<file path="src/rtl/trap_pkg.sv">
package trap_pkg;

    typedef enum logic [1:0] {
        PRIV_USR = 2'b00,
        PRIV_SUP = 2'b01,
        PRIV_RSV = 2'b10,
        PRIV_MCH = 2'b11
    } priv_e;

    // one stack level: enable above privilege
    typedef struct packed {
        logic  ie;
        priv_e prv;
    } lvl_t;

    // architectural status fields, bit 0 upward: l0, l1, l2, mprv, fs, xs
    typedef struct packed {
        logic [1:0] xs;
        logic [1:0] fs;
        logic       mprv;
        lvl_t       l2;
        lvl_t       l1;
        lvl_t       l0;
    } stat_t;

    localparam int STAT_W = $bits(stat_t);

    function automatic logic priv_legal(input priv_e p);
        return p != PRIV_RSV;
    endfunction

    // apply a software write, keeping any privilege field written with an illegal code
    function automatic stat_t stat_merge(input stat_t cur, input stat_t wr);
        stat_t r;
        r = wr;
        if (!priv_legal(wr.l0.prv)) r.l0.prv = cur.l0.prv;
        if (!priv_legal(wr.l1.prv)) r.l1.prv = cur.l1.prv;
        if (!priv_legal(wr.l2.prv)) r.l2.prv = cur.l2.prv;
        return r;
    endfunction

    function automatic logic stat_dirty(input stat_t s);
        return (s.fs == 2'b11) || (s.xs == 2'b11);
    endfunction

endpackage

</file>
<file path="src/rtl/priv_stack.sv">
module priv_stack
    import trap_pkg::*;
(
    input  logic  clk,
    input  logic  rst,
    input  logic  push_go,
    input  logic  pop_go,
    input  logic  wr_go,
    input  stat_t wr_val,
    output stat_t stat_q
);

    localparam stat_t RST_STAT = '{
        xs: 2'b00, fs: 2'b00, mprv: 1'b0,
        l2: '{ie: 1'b0, prv: PRIV_SUP},
        l1: '{ie: 1'b0, prv: PRIV_SUP},
        l0: '{ie: 1'b0, prv: PRIV_MCH}
    };

    stat_t stat_d;

    always_comb begin
        stat_d = stat_q;
        if (push_go) begin
            stat_d.l2     = stat_q.l1;
            stat_d.l1     = stat_q.l0;
            stat_d.l0.prv = PRIV_MCH;
            stat_d.l0.ie  = 1'b0;
            stat_d.mprv   = 1'b0;
        end else if (pop_go) begin
            stat_d.l0     = stat_q.l1;
            stat_d.l1     = stat_q.l2;
            stat_d.l2.prv = PRIV_USR;
            stat_d.l2.ie  = 1'b1;
        end else if (wr_go) begin
            stat_d = stat_merge(stat_q, wr_val);
        end
    end

    always_ff @(posedge clk) begin
        if (rst) stat_q <= RST_STAT;
        else     stat_q <= stat_d;
    end

    AST_PUSH_SHIFT: assert property (@(posedge clk) disable iff (rst)
        push_go |=> (stat_q.l1 == $past(stat_q.l0)) && (stat_q.l2 == $past(stat_q.l1))
                    && (stat_q.l0.prv == PRIV_MCH) && !stat_q.l0.ie && !stat_q.mprv);

    AST_POP_SHIFT: assert property (@(posedge clk) disable iff (rst)
        (pop_go && !push_go) |=> (stat_q.l0 == $past(stat_q.l1)) && (stat_q.l1 == $past(stat_q.l2))
                    && (stat_q.l2.prv == PRIV_USR) && stat_q.l2.ie);

    AST_PRIV_LEGAL: assert property (@(posedge clk) disable iff (rst)
        priv_legal(stat_q.l0.prv) && priv_legal(stat_q.l1.prv) && priv_legal(stat_q.l2.prv));

endmodule

</file>
<file path="src/rtl/trap_regs.sv">
module trap_regs
    import trap_pkg::*;
#(
    parameter int          XLEN     = 32,
    parameter logic [31:0] VEC_BASE = 32'h100
) (
    input  logic            clk,
    input  logic            rst,
    input  logic            take_go,
    input  logic            back_go,
    input  logic            irq_flag,
    input  logic [XLEN-1:0] cause_in,
    input  logic [XLEN-1:0] fault_pc,
    input  priv_e           pre_priv,
    output logic [XLEN-1:0] pc_q,
    output logic [XLEN-1:0] cause_q,
    output logic [XLEN-1:0] epc_q
);

    localparam logic [XLEN-1:0] BASE_X  = XLEN'(VEC_BASE);
    localparam logic [XLEN-1:0] RESET_PC = BASE_X + XLEN'(32'h100);
    localparam int              SLOT_SH  = 6;

    logic [XLEN-1:0] vec_pc;

    always_comb vec_pc = BASE_X + (XLEN'(pre_priv) << SLOT_SH);

    always_ff @(posedge clk) begin
        if (rst) begin
            pc_q    <= RESET_PC;
            cause_q <= '0;
            epc_q   <= '0;
        end else if (take_go) begin
            pc_q    <= vec_pc;
            cause_q <= {irq_flag, cause_in[XLEN-2:0]};
            epc_q   <= fault_pc;
        end else if (back_go) begin
            pc_q    <= epc_q;
        end
    end

    AST_EPC_LATCH: assert property (@(posedge clk) disable iff (rst)
        take_go |=> epc_q == $past(fault_pc));

    AST_IRQ_FLAG: assert property (@(posedge clk) disable iff (rst)
        take_go |=> cause_q[XLEN-1] == $past(irq_flag));

    AST_RET_PC: assert property (@(posedge clk) disable iff (rst)
        (back_go && !take_go) |=> pc_q == $past(epc_q));

endmodule

</file>
<file path="src/rtl/priv_trap_ctrl.sv">
module priv_trap_ctrl
    import trap_pkg::*;
#(
    parameter int          XLEN     = 32,
    parameter logic [31:0] VEC_BASE = 32'h100
) (
    input  logic            clk,
    input  logic            rst,
    input  logic            trap_req,
    input  logic            trap_irq,
    input  logic [XLEN-1:0] trap_cause,
    input  logic [XLEN-1:0] trap_pc,
    input  logic            ret_req,
    input  logic            csr_we,
    input  logic [XLEN-1:0] csr_wdata,
    output logic [XLEN-1:0] next_pc,
    output logic [1:0]      cur_priv,
    output logic            glob_ie,
    output logic [XLEN-1:0] status_rd,
    output logic [XLEN-1:0] cause_rd,
    output logic [XLEN-1:0] epc_rd
);

    localparam int PAD_W = XLEN - 1 - STAT_W;

    stat_t stat;
    logic  do_trap, do_ret, do_wr;

    // trap beats return, return beats a status write
    always_comb begin
        do_trap = trap_req;
        do_ret  = ret_req && !trap_req;
        do_wr   = csr_we && !trap_req && !ret_req;
    end

    priv_stack u_stack (
        .clk     (clk),
        .rst     (rst),
        .push_go (do_trap),
        .pop_go  (do_ret),
        .wr_go   (do_wr),
        .wr_val  (stat_t'(csr_wdata[STAT_W-1:0])),
        .stat_q  (stat)
    );

    trap_regs #(.XLEN(XLEN), .VEC_BASE(VEC_BASE)) u_regs (
        .clk      (clk),
        .rst      (rst),
        .take_go  (do_trap),
        .back_go  (do_ret),
        .irq_flag (trap_irq),
        .cause_in (trap_cause),
        .fault_pc (trap_pc),
        .pre_priv (stat.l0.prv),
        .pc_q     (next_pc),
        .cause_q  (cause_rd),
        .epc_q    (epc_rd)
    );

    always_comb begin
        cur_priv  = stat.l0.prv;
        glob_ie   = stat.l0.ie;
        status_rd = {stat_dirty(stat), {PAD_W{1'b0}}, stat};
    end

    AST_TRAP_VECTOR: assert property (@(posedge clk) disable iff (rst)
        trap_req |=> next_pc == XLEN'(VEC_BASE) + XLEN'({$past(cur_priv), 6'b0}));

    AST_TRAP_MODE: assert property (@(posedge clk) disable iff (rst)
        trap_req |=> (cur_priv == 2'b11) && !glob_ie);

    AST_TRAP_WINS: assert property (@(posedge clk) disable iff (rst)
        (trap_req && ret_req) |=> (cur_priv == 2'b11) && (epc_rd == $past(trap_pc)));

endmodule

</file>
<file path="config.mk">
export PLATFORM = sky130hd
export DESIGN_NAME = priv_trap_ctrl
export DESIGN_NICKNAME = d
export VERILOG_FILES = /design/src/rtl/trap_pkg.sv /design/src/rtl/priv_stack.sv /design/src/rtl/trap_regs.sv /design/src/rtl/priv_trap_ctrl.sv
export SDC_FILE = /design/constraint.sdc
export NUM_CORES = 1
export LEC_CHECK = 0
export ABC_CLOCK_PERIOD_IN_PS = 1500
export BUFFER_PORTS_ARGS = -buffer_cell sky130_fd_sc_hd__buf_4
export CORE_ASPECT_RATIO = 0.75
export CORE_MARGIN = 1.5
export CORE_UTILIZATION = 39
export DETAILED_ROUTE_END_ITERATION = 16
export GPL_ROUTABILITY_DRIVEN = 0
export MAX_ROUTING_LAYER = met4
export PLACE_DENSITY = 0.74
export SLEW_MARGIN = 20
export SYNTH_ARGS = -nofsm -noshare
export SYNTH_HDL_FRONTEND = slang
export SYNTH_HIERARCHICAL = 1
export SYNTH_SLANG_ARGS = --single-unit
export TNS_END_PERCENT = 5
</file>
<file path="constraint.sdc">
create_clock -name clk -period 1.5 [get_ports clk]
set_clock_uncertainty 0.05 [all_clocks]
set_input_delay 0.3 -clock clk [delete_from_list [all_inputs] [get_ports clk]]
set_output_delay 0.3 -clock clk [all_outputs]
set_load 0.01 [all_outputs]
</file>
==> impl_results.md <==
* Outcome: finished clean
* CTS Buffer Depth at 2
* Area of the multi-input gates at around 1900 um^2
* Grt total ovfl at 0
* Area Overhead vs Synth at 43.3%
* PnR Total Power at 6.86 mW
* R2r setup slk at 0.44 ns
* Min cycle time layout at 1.38 ns
* Async S/R FF share, synth at 0%
* Die area at 11800 um^2
* Leak at 3.00 nW
* First DRT Iteration DRCs at 157
* Post-synth EDFFs at 0
* Peak supply drop at between 0.7 and 0.8 mV
* Max-Cap Viols at 0
* All-Layer GR Usage at 18.9%
* Antenna Nets Post-Route at 0
* Final hold violations at 0
* Seq/Total Area, Yosys at 50.5%
* Synth Instances at 414
* Cell variety after synth at 31
* IO Port Bufs at 196
* Commonest non-fill, non-tap cell in the layout: buf_4
* CP bufs+invs at 1
* Post-CTS Resized at 0
* Vias in the first global route at 3356
* Leading cell types in the layout, fill and taps excluded: buf_4, dfxtp_1, mux2i_1
* Yosys top cell by area: dfxtp_1
* Top delay family on crit path: flip-flops
* Overall die width at 125 um
* CP max stage delay at 0.33 ns
* Placeable Area at 10900 um^2
* Synth Flop Type: dfxtp_1
* Final WL at 11.1 mm
* Crit-path cells: a22o_1 > buf_4
* Seq. cell area at 2200 um^2
* Hold_buf cts at 0
* WP data required at approximately 1.2 ns
* Seq cells post-synth at 110
* Final setup viols at 0
* WL/cell at 14.7 um
* RSZ-0062 raised after global routing: false
* Critical path capture point type: primary output
* Post-DR vias/cell at roughly 4.6
* Largest net degree at the start of global routing at 33
* Drt first pass iters at 4
* CTS H-tree depth at 3
* DRC viols at 0
* Post-CTS setup buffer count at 0
* Final hold slack at between 0.1 and 0.15 ns
* Top post-synthesis cells by area: dfxtp_1, mux2i_1, nor2_1
* Layout cells sized above 1 at a little over two fifths
* Vias at ~3500
* Crit Path Max Fanout at 3
* P per Cell Area at approximately 1100 nW/um^2
* Post-synth top area share at 50.5%
* Post-Syn Area at 4360 um^2
* Fin cells at ~750
* Global-route wire length before repair at 17.2 mm
* CTS tree: yes
* Worst skew pair latency at 0.34 ns
* Placed cells at 735
* # IOs at 233
* Clock slew at reported path FFs at 0.07 ns
* Die H at between 90 and 100 um
* Crit-path slowest cell: dfxtp_1
* Slew Viols, Final at 0
* FP Rows at 33
* Warnings from Yosys at 6
* Synth Area per Inst at approximately 11 um^2
* Achievable Freq at 727 MHz
* CTS root buffer: clkbuf_16
* Worst min-delay path class: input pin to flip-flop
* CP startpoint kind: flip-flop
* Starting Density at 40.0%
* CTS buffer count at 9
* Antenna diodes at 0
* Total Nets Final at 708
* Sink Count at 110
* Fillers at around 940
* Tcrit/Tclk final at 91.7%
* DP Wirelength at approximately 8.3 mm
* CP arrival at 1.03 ns
* WS Path Type: flip-flop to primary output
* Initial antenna violation count at 0
==> final cells by class <==
type / instances / area share (%)
inverter: 3 / 0.180
multi-input combinational: 269 / 30.0
timing repair buffer: 213 / 26.2
clock inverter: 6 / 1.86
sequential: 110 / 35.2
clock buffer: 10 / 3.82
tap: 140 / 2.80
==> layer usage <==
layer | GRT usage (%) | part of all wire (%) | vias up
met5 | - | 0 | -
met4 | 5.21 | 1.1 | 0
met3 | 6.12 | 7.2 | 10
met2 | 30.2 | 47 | 141
met1 | 23.1 | 45 | 1604
li1 | - | - | 1720
==> metrics by stage <==
step           setup TNS, ns  setup WS [ns]  cell area, um^2  util, %
2_1_floorplan              0         0.0968             4430        -
3_3_place_gp         -0.0897        -0.0391             5900     54.1
3_5_place_dp          -0.346         -0.109             5900     54.1
4_1_cts                    0          0.102             6250     57.4
5_1_grt                    0         0.0874             6250     57.4
6_report                   0          0.124             6250     57.4
==> final timing paths <==
path                                                 startpoint                        endpoint  cells after the start
worst max-delay path            u_stack/stat_q[10]$_SDFFE_PP0P_                   status_rd[31]                      2
worst min register to register   u_regs/cause_q[6]$_SDFFE_PP0P_  u_regs/cause_q[6]$_SDFFE_PP0P_                      2
worst max register to register   u_stack/stat_q[2]$_SDFFE_PP0P_  u_stack/stat_q[2]$_SDFFE_PP0P_                      3
worst min-delay path                                        rst  u_stack/stat_q[8]$_SDFFE_PP0P_                      2
==> where the power goes <==
part	internal [mW]	switching, mW
Sequential	3.05	0.0958
Combinational	0.507	0.429
Clock	1.69	1.08
Total	5.26	1.61
==> synth_stat cells, types with 2 or more instances <==
library cell and instances:
a211oi_1 4, a21boi_2 2, a21oi_1 5, buf_2 8, buf_4 27, buf_6 7
clkbuf_1 6, dfxtp_1 110, inv_1 3, mux2_2 2, mux2i_1 108, nand2_1 6
nand2b_1 3, nor2_1 80, nor2_2 20, nor2b_1 5, nor3_1 2, o21ai_0 3
==> cells by family after synthesis <==
| family | count (synthesis) | share of synthesized area (%) |
|---|---|---|
| compound gates | 21 | 3.38 |
| buf+inv | 51 | 8.14 |
| flops | 110 | 50.5 |
| mux | 110 | 25.3 |
| other cells | 1 | 0.0859 |
| simple gates | 121 | 12.6 |
==> flip-flops by register name (all words and copies together), names as in the netlist <==
name,cells
u_stack/stat_q,14
u_regs/pc_q,32
u_regs/epc_q,32
u_regs/cause_q,32
(Power assumes the default switching activity.)
